==> src/rtl/pseq_pkg.sv <==
package pseq_pkg;

  typedef enum logic [1:0] {
    SEQ_GND   = 2'd0,
    SEQ_SUPPLY = 2'd1,
    SEQ_OPEN  = 2'd2
  } seq_mode_e;

  // strap code to scheme, unknown codes fall back to the merged one
  function automatic seq_mode_e decode_strap(input logic [1:0] code);
    case (code)
      2'b01:   return SEQ_SUPPLY;
      2'b10:   return SEQ_OPEN;
      default: return SEQ_GND;
    endcase
  endfunction

  // the merged-reset scheme
  function automatic logic resets_merged(input seq_mode_e m);
    return m == SEQ_GND;
  endfunction

  // channel 2 may start without waiting for channel 1
  function automatic logic ch2_free_start(input seq_mode_e m);
    return m == SEQ_OPEN;
  endfunction

  // watchdog gate
  function automatic logic wdog_gate(input seq_mode_e m, input logic r1n, input logic r2n);
    return (m == SEQ_OPEN) ? r1n : (r1n & r2n);
  endfunction

endpackage

==> src/rtl/pseq_strap_latch.sv <==
module pseq_strap_latch
  import pseq_pkg::*;
(
  input  logic      clk,
  input  logic      rst,
  input  logic [1:0] code_i,
  output seq_mode_e mode_o
);

  seq_mode_e mode_q;

  // load while in reset, hold afterwards
  always_ff @(posedge clk) begin
    if (rst) mode_q <= decode_strap(code_i);
  end

  assign mode_o = mode_q;

endmodule

==> src/rtl/pseq_por_timer.sv <==
module pseq_por_timer #(
  parameter int unsigned CYCLES = 4
) (
  input  logic clk,
  input  logic rst,
  input  logic arm_i,
  input  logic pgood_i,
  output logic expired_o
);

  localparam int unsigned W = (CYCLES < 2) ? 1 : $clog2(CYCLES + 1);
  localparam logic [W-1:0] LIMIT = W'(CYCLES);

  logic [W-1:0] cnt_q;

  // count consecutive good edges, restart on any low flag
  always_ff @(posedge clk) begin
    if (rst || !arm_i || !pgood_i) cnt_q <= '0;
    else if (cnt_q != LIMIT)       cnt_q <= cnt_q + 1'b1;
  end

  assign expired_o = (cnt_q == LIMIT);

endmodule

==> src/rtl/pseq_sequencer.sv <==
module pseq_sequencer
  import pseq_pkg::*;
(
  input  logic      clk,
  input  logic      rst,
  input  seq_mode_e mode_i,
  input  logic      pgood1_i,
  input  logic      pgood2_i,
  input  logic      expired1_i,
  input  logic      expired2_i,
  output logic      run1_o,
  output logic      run2_o,
  output logic      rst1_n_o,
  output logic      rst2_n_o,
  output logic      wdog_en_o
);

  logic run1_q, run2_q;
  logic ch1_ok, ch2_ok, merged_ok;

  // run enables, channel 2 sticky once started
  always_ff @(posedge clk) begin
    if (rst) begin
      run1_q <= 1'b0;
      run2_q <= 1'b0;
    end else begin
      run1_q <= 1'b1;
      if (ch2_free_start(mode_i) || pgood1_i) run2_q <= 1'b1;
    end
  end

  // flag gates the release directly, so a drop reasserts at once
  assign ch1_ok    = pgood1_i & expired1_i;
  assign ch2_ok    = pgood2_i & expired2_i;
  // merged release uses channel 1 timer and channel 2 flag only
  assign merged_ok = ch1_ok & pgood2_i;

  assign rst1_n_o  = resets_merged(mode_i) ? merged_ok : ch1_ok;
  assign rst2_n_o  = resets_merged(mode_i) ? merged_ok : ch2_ok;
  assign wdog_en_o = wdog_gate(mode_i, rst1_n_o, rst2_n_o);
  assign run1_o    = run1_q;
  assign run2_o    = run2_q;

endmodule

==> src/rtl/pwr_seq_rst_ctrl.sv <==
module pwr_seq_rst_ctrl
  import pseq_pkg::*;
#(
  parameter int unsigned POR1_CYCLES = 1000,
  parameter int unsigned POR2_CYCLES = 1000
) (
  input  logic       clk,
  input  logic       rst,
  input  logic [1:0] strap_i,
  input  logic       pgood1_i,
  input  logic       pgood2_i,
  output logic       run1_o,
  output logic       run2_o,
  output logic       rst1_n_o,
  output logic       rst2_n_o,
  output logic       wdog_en_o
);

  localparam int NCH = 2;
  localparam int unsigned POR_CYC [NCH] = '{POR1_CYCLES, POR2_CYCLES};

  seq_mode_e        mode_q;
  logic [NCH-1:0]   pgood;
  logic [NCH-1:0]   arm;
  logic [NCH-1:0]   expired;

  assign pgood = {pgood2_i, pgood1_i};
  // channel 2 timer idle in the merged scheme
  assign arm   = {~resets_merged(mode_q), 1'b1};

  pseq_strap_latch u_strap (
    .clk    (clk),
    .rst    (rst),
    .code_i (strap_i),
    .mode_o (mode_q)
  );

  for (genvar i = 0; i < NCH; i++) begin : g_tmr
    pseq_por_timer #(.CYCLES(POR_CYC[i])) u_tmr (
      .clk       (clk),
      .rst       (rst),
      .arm_i     (arm[i]),
      .pgood_i   (pgood[i]),
      .expired_o (expired[i])
    );
  end

  pseq_sequencer u_seq (
    .clk        (clk),
    .rst        (rst),
    .mode_i     (mode_q),
    .pgood1_i   (pgood1_i),
    .pgood2_i   (pgood2_i),
    .expired1_i (expired[0]),
    .expired2_i (expired[1]),
    .run1_o     (run1_o),
    .run2_o     (run2_o),
    .rst1_n_o   (rst1_n_o),
    .rst2_n_o   (rst2_n_o),
    .wdog_en_o  (wdog_en_o)
  );

endmodule

==> config.mk <==
export PLATFORM = sky130hd
export DESIGN_NAME = pwr_seq_rst_ctrl
export DESIGN_NICKNAME = d
export VERILOG_FILES = /design/src/rtl/pseq_pkg.sv /design/src/rtl/pseq_strap_latch.sv /design/src/rtl/pseq_por_timer.sv /design/src/rtl/pseq_sequencer.sv /design/src/rtl/pwr_seq_rst_ctrl.sv
export SDC_FILE = /design/constraint.sdc
export NUM_CORES = 1
export LEC_CHECK = 0
export BUFFER_PORTS_ARGS = -buffer_cell sky130_fd_sc_hd__buf_4
export CAP_MARGIN = 10
export CORE_MARGIN = 1
export CORE_UTILIZATION = 60
export CTS_BUF_LIST = sky130_fd_sc_hd__clkbuf_8
export CTS_CLUSTER_DIAMETER = 80
export CTS_CLUSTER_SIZE = 20
export DETAILED_ROUTE_END_ITERATION = 10
export PLACE_DENSITY = 0.8
export SYNTH_ARGS = -nofsm -noshare
export SYNTH_HDL_FRONTEND = slang
export SYNTH_SLANG_ARGS = --single-unit
==> constraint.sdc <==
create_clock -name clk -period 1.6 [get_ports clk]
set_input_delay 0.08 -clock clk [delete_from_list [all_inputs] [get_ports clk]]
set_output_delay 0.08 -clock clk [all_outputs]
set_load 0.005 [all_outputs]
# [Word-level counts from Yosys, hierarchy flattened]
# Cells that the tools add are included.
[op_classes] addsub=2 eq_ne=7 muxes=5 n_bitwise=4 n_reduce_logical=7
[op_table] operator="10-bit by 1-bit adder with 10-bit output, second input constant" count=2
[op_table] operator="10-bit equality test, second input constant" count=2
[op_table] operator="10-bit != test, second input constant" count=2
[op_table] operator="1-bit bitwise AND" count=4
[op_table] operator="2-bit equality test, second input constant" count=2
[op_table] operator="1-bit logical OR" count=4
[op_table] operator="1-bit 2-to-1 mux" count=4
[op_table] operator="2-bit case mux with 2 select lines" count=1
[op_table] operator="2-bit by 1-bit equality test with 1-bit output, second input constant" count=1
[op_table] operator="1-bit logical NOT" count=2
[op_table] operator="2-bit logical NOT" count=1
[word_totals] reg_bits=24 input_bits=6 output_inout_bits=5 wordCells=30

# [Depth between registers and ports, before layout]
[logic_depth] word_depth=6 depth_mapped=5 ltp_nobuf=5

# [Cells and area by module]
# From an unflattened synthesis, not the netlist that was laid out.
[hier_totals] cells_unflattened=139 hier_area_um2=1212.4
[by_module_without_submodules] module="pseq_por_timer" instances=2 cells_per_inst=59 area_each_um2=508.0 seq_area_each_um2=200.2
[by_module_without_submodules] module="pseq_sequencer" instances=1 cells_per_inst=15 area_each_um2=111.4 seq_area_each_um2=40.0
[by_module_without_submodules] module="pseq_strap_latch" instances=1 cells_per_inst=4 area_each_um2=75.1 seq_area_each_um2=60.1
[by_module_without_submodules] module="pwr_seq_rst_ctrl" instances=1 cells_per_inst=2 area_each_um2=10.0 seq_area_each_um2=0.0

# [Worst setup path after synthesis]
# No wires, ideal clock.
[synth_timing] kind="reg2out" startpoint="register g_tmr[1].u_tmr.cnt_q[0]" endpoint="output wdog_en_o" arrival_ns=1.242 required_ns=1.520 setup_slack_ns=0.278 stages_incl_launch_ff=6 path_buffers=0 cell_sequence="dfxtp_1 -> inv_1 -> ha_1 -> nor4bb_1 -> nand4_1 -> a21oi_1"
[synth_between] elab_chain_len=5
[synth_lines] item="start: declaration" line="pseq_por_timer.sv:14" source="logic [W-1:0] cnt_q;"
[synth_lines] item="start signal: assignment" line="pseq_por_timer.sv:19" source="else if (cnt_q != LIMIT) cnt_q <= cnt_q + 1'b1;"
[synth_lines] item="10-bit equality test" line="pseq_por_timer.sv:22" source="assign expired_o = (cnt_q == LIMIT);"
[synth_lines] item="1-bit bitwise AND" line="pseq_sequencer.sv:34" source="assign ch2_ok = pgood2_i & expired2_i;"
[synth_lines] item="1-bit 2-to-1 mux" line="pseq_sequencer.sv:39" source="assign rst2_n_o = resets_merged(mode_i) ? merged_ok : ch2_ok;"
[synth_lines] item="1-bit bitwise AND" line="pseq_pkg.sv:30" source="return (m == SEQ_OPEN) ? r1n : (r1n & r2n);"
[synth_lines] item="1-bit 2-to-1 mux" line="pseq_pkg.sv:30"
[synth_lines] item="end: declaration" line="pwr_seq_rst_ctrl.sv:16" source="output logic wdog_en_o"
# No other way between the ends.

# [Worst setup path after layout]
[layout_timing] startpoint="register g_tmr[0].u_tmr.cnt_q[0]" endpoint="output rst1_n_o"
[layout_between] elab_chain_len=4
[layout_lines] item="start: declaration" line="pseq_por_timer.sv:14"
[layout_lines] item="start signal: assignment" line="pseq_por_timer.sv:19"
[layout_lines] item="10-bit equality test *" line="pseq_por_timer.sv:22"
[layout_lines] item="1-bit bitwise AND *" line="pseq_sequencer.sv:33" source="assign ch1_ok = pgood1_i & expired1_i;"
[layout_lines] item="1-bit bitwise AND" line="pseq_sequencer.sv:36" source="assign merged_ok = ch1_ok & pgood2_i;"
[layout_lines] item="1-bit 2-to-1 mux *" line="pseq_sequencer.sv:38" source="assign rst1_n_o = resets_merged(mode_i) ? merged_ok : ch1_ok;"
[layout_lines] item="end: declaration" line="pwr_seq_rst_ctrl.sv:14" source="output logic rst1_n_o,"
# Every way passes the cells marked *; elsewhere a longest branch is shown, timed or not.

==> reports/results.tsv <==
metric	value	unit
CP Max Fanout	5	
CTS buffer count	3	
status	finished clean	
fin cells	180	
Worst path depth	6	
max_cap viols	0	
ratio of final minimum period to clock period	99.56	%
most common cell after layout, fill and taps aside	dfxtp_1	
vias in the first global route	940	
First DRT Iteration DRCs	27	
Synth warnings	0	
Post-Syn Area	1224	um^2
CTS root buffer	clkbuf_8	
Period minus WS final	1.593	ns
CP peak stage delay	0.37	ns
Initial Util	67.22	%
Post-synth ARST share	0	%
worst vdd ir	0.0006251	V
die area	2224	um^2
WP buf/inv	2	
Avg Vias per Cell	6.289	
critical path arrival	1.51	ns
syn nets	147	
worst skew pair latency	0.27	ns
Worst-Margin Slew	0.4358	ns
ys flop type	dfxtp_1	
Synth Register Bits	24	
CORE AREA	1821	um^2
Crit Path Category	flop to primary output	
clock skew	0.006683	ns
Post-synth EDFFs	2	
GRT overflow	0	
max frequency	0.6278	GHz
Horiz. Die Dim	47.16	um
routability cong.	0.9483	
Distinct cells, synth	36	
Min-Delay Path Class	input port to flop	
CTS tree	done	
Hold Path Depth	2	
initial antenna violation count	0	
mean post-synth cell area	8.932	um^2
sequential-to-total area share from yosys stat	40.90	%
post-synthesis cell count	137	
DR pass1 iterations	4	
# IOs	11	
most frequent cells in the layout	dfxtp_1 (18), buf_4 (14), a21oi_1 (13), nand2_1 (10), o31ai_1 (7)	
via count	1132	
RSZ-0062 raised after global routing	true	
fin worst setup slack	0.007027	ns
Routed Antenna Nets	0	
share of layout cells above drive strength 1	21.94	%
CTS Buffer Depth	2	
Lkg Pwr	0.0004788	uW
pin count of the biggest net entering global routing	14	
# nets final	166	
Worst path top cell family by delay	simple AND/OR/NAND/NOR gates	
placed instance count	173	
H-tree depth	1	
CP Cell Sequence	inv_4 > ha_4 > and4bb_1 > nand4_1 > nor2_1 > buf_4	
detailed-route wire length per cell	14.83	um
Cell Rows	15	
Setup crit end kind	primary output	
first-pass GRT wire length	3946	um
Overall Global Routing Usage	25.16	%
Slew Viols, Final	0	
worst relative slew slack	70.72	%
# diodes	0	
Critical Path Slowest Stage Cell	dfxtp_4	
Critical Path Start Type	flop	
number of port buffers	10	
DRC Markers	0	
Die H	47.16	um
PwrDens	758.8	nW/um^2
DP HPWL	1896	um
Sink Count	24	
R2R cell count	3	
Final Hold Vio Count	0	
Place WS	-0.04805	ns
# setup viols final	0	
required time of the critical path	1.52	ns
Area growth syn-to-layout	20.25	%
routed wire length	2669	um
clk slew on worst S/H paths	0.09	ns
## metal layers
layer | wire (um) | global-route usage [%]
met5 | 0 | 0
met4 | 55 | 10.86
met3 | 109 | 3.462
met2 | 1210 | 41.39
met1 | 1294 | 32.94
## state kept, by name, indices dropped and copies added (netlist names)
name               cells
g_tmr.u_tmr.cnt_q     20
u_seq.run2_o           1
u_strap.mode_o         2
u_seq.run1_o           1
## cells by family (layout without fill, tap and decap cells)
kind of cell	count (synthesis)	after routing	share of synthesized area (%)
and+or+nand+nor	65	65	33.54
muxes	1	1	0.8180
AOI/OAI and AO/OA	30	30	14.62
adders and majority gates	4	4	4.090
DFF	24	24	40.90
xor gates and xnor gates	5	5	3.579
buffers and inverters	8	26	2.454
## cell usage after synthesis, types with 2 or more instances
master	instances	area (um^2)
a21oi_1	14	70.07
a31oi_1	2	12.51
and4bb_1	2	25.02
dfxtp_1	22	440.4
edfxtp_1	2	60.06
ha_1	4	50.05
inv_1	8	30.03
nand2_1	10	37.54
nand2b_1	2	12.51
nand3_1	6	30.03
nand4_1	6	37.54
nand4bb_1	2	22.52
nor2_1	5	18.77
nor2b_1	4	25.02
nor3_1	6	30.03
nor4_1	2	12.51
o21ai_0	4	20.02
o31ai_1	7	52.55
or3_1	4	25.02
or4_1	6	45.04
xor2_1	4	35.03
## layout make-up
type / instances / area, um^2
inverters: 8 / 32.53
multi-input cells: 105 / 737.0
repair buffers: 14 / 105.1
fillers: 124 / 349.1
clock buffers: 4 / 55.05
well taps: 25 / 31.28
flip-flops and latches: 24 / 510.5
## stage by stage
stage / power (uW) / util, % / TNS (ns) / cell area, um^2 / hold slack [ns]
floorplan: 676.3 / - / 0 / 1224 / 0.1491
global placement: 703.3 / 73.47 / 0 / 1338 / 0.2822
detailed placement: 706.6 / 73.47 / -0.04805 / 1338 / 0.2921
CTS: 1113 / 78.01 / 0 / 1420 / 0.001612
global route: 1151 / 80.82 / -0.08228 / 1471 / 0.008255
finish: 1117 / 80.82 / 0 / 1471 / 0.0001416
## timing repair
item                                    in CTS  in global routing
hold buffers                                 0                  0
cloned                                       0                  0
buffers inserted                             1                  2
gates resized for setup                      5                 13
endpoints found under the setup margin       2                  3
pin swaps                                    2                  6
## where the power goes
| group | switching, uW | internal, uW | total (uW) |
|---|---|---|---|
| Combinational | 37.6 | 36.6 | 74.2 |
| Clock | 193 | 220 | 412 |
| Sequential | 13.6 | 617 | 630 |
## worst paths after layout
path	startpoint	to	slack [ns]
setup / recovery	g_tmr[0].u_tmr.cnt_q[0]$_SDFFE_PP0P_	rst1_n_o	0.007
hold / removal	rst	u_seq.run2_o$_SDFFE_PP0P_	0.0001
setup reg to reg	g_tmr[1].u_tmr.cnt_q[2]$_SDFFE_PP0P_	g_tmr[1].u_tmr.cnt_q[7]$_SDFFE_PP0P_	0.13
hold reg to reg	g_tmr[0].u_tmr.cnt_q[1]$_SDFFE_PP0P_	g_tmr[0].u_tmr.cnt_q[1]$_SDFFE_PP0P_	0.49
(Power assumes the default switching activity.)
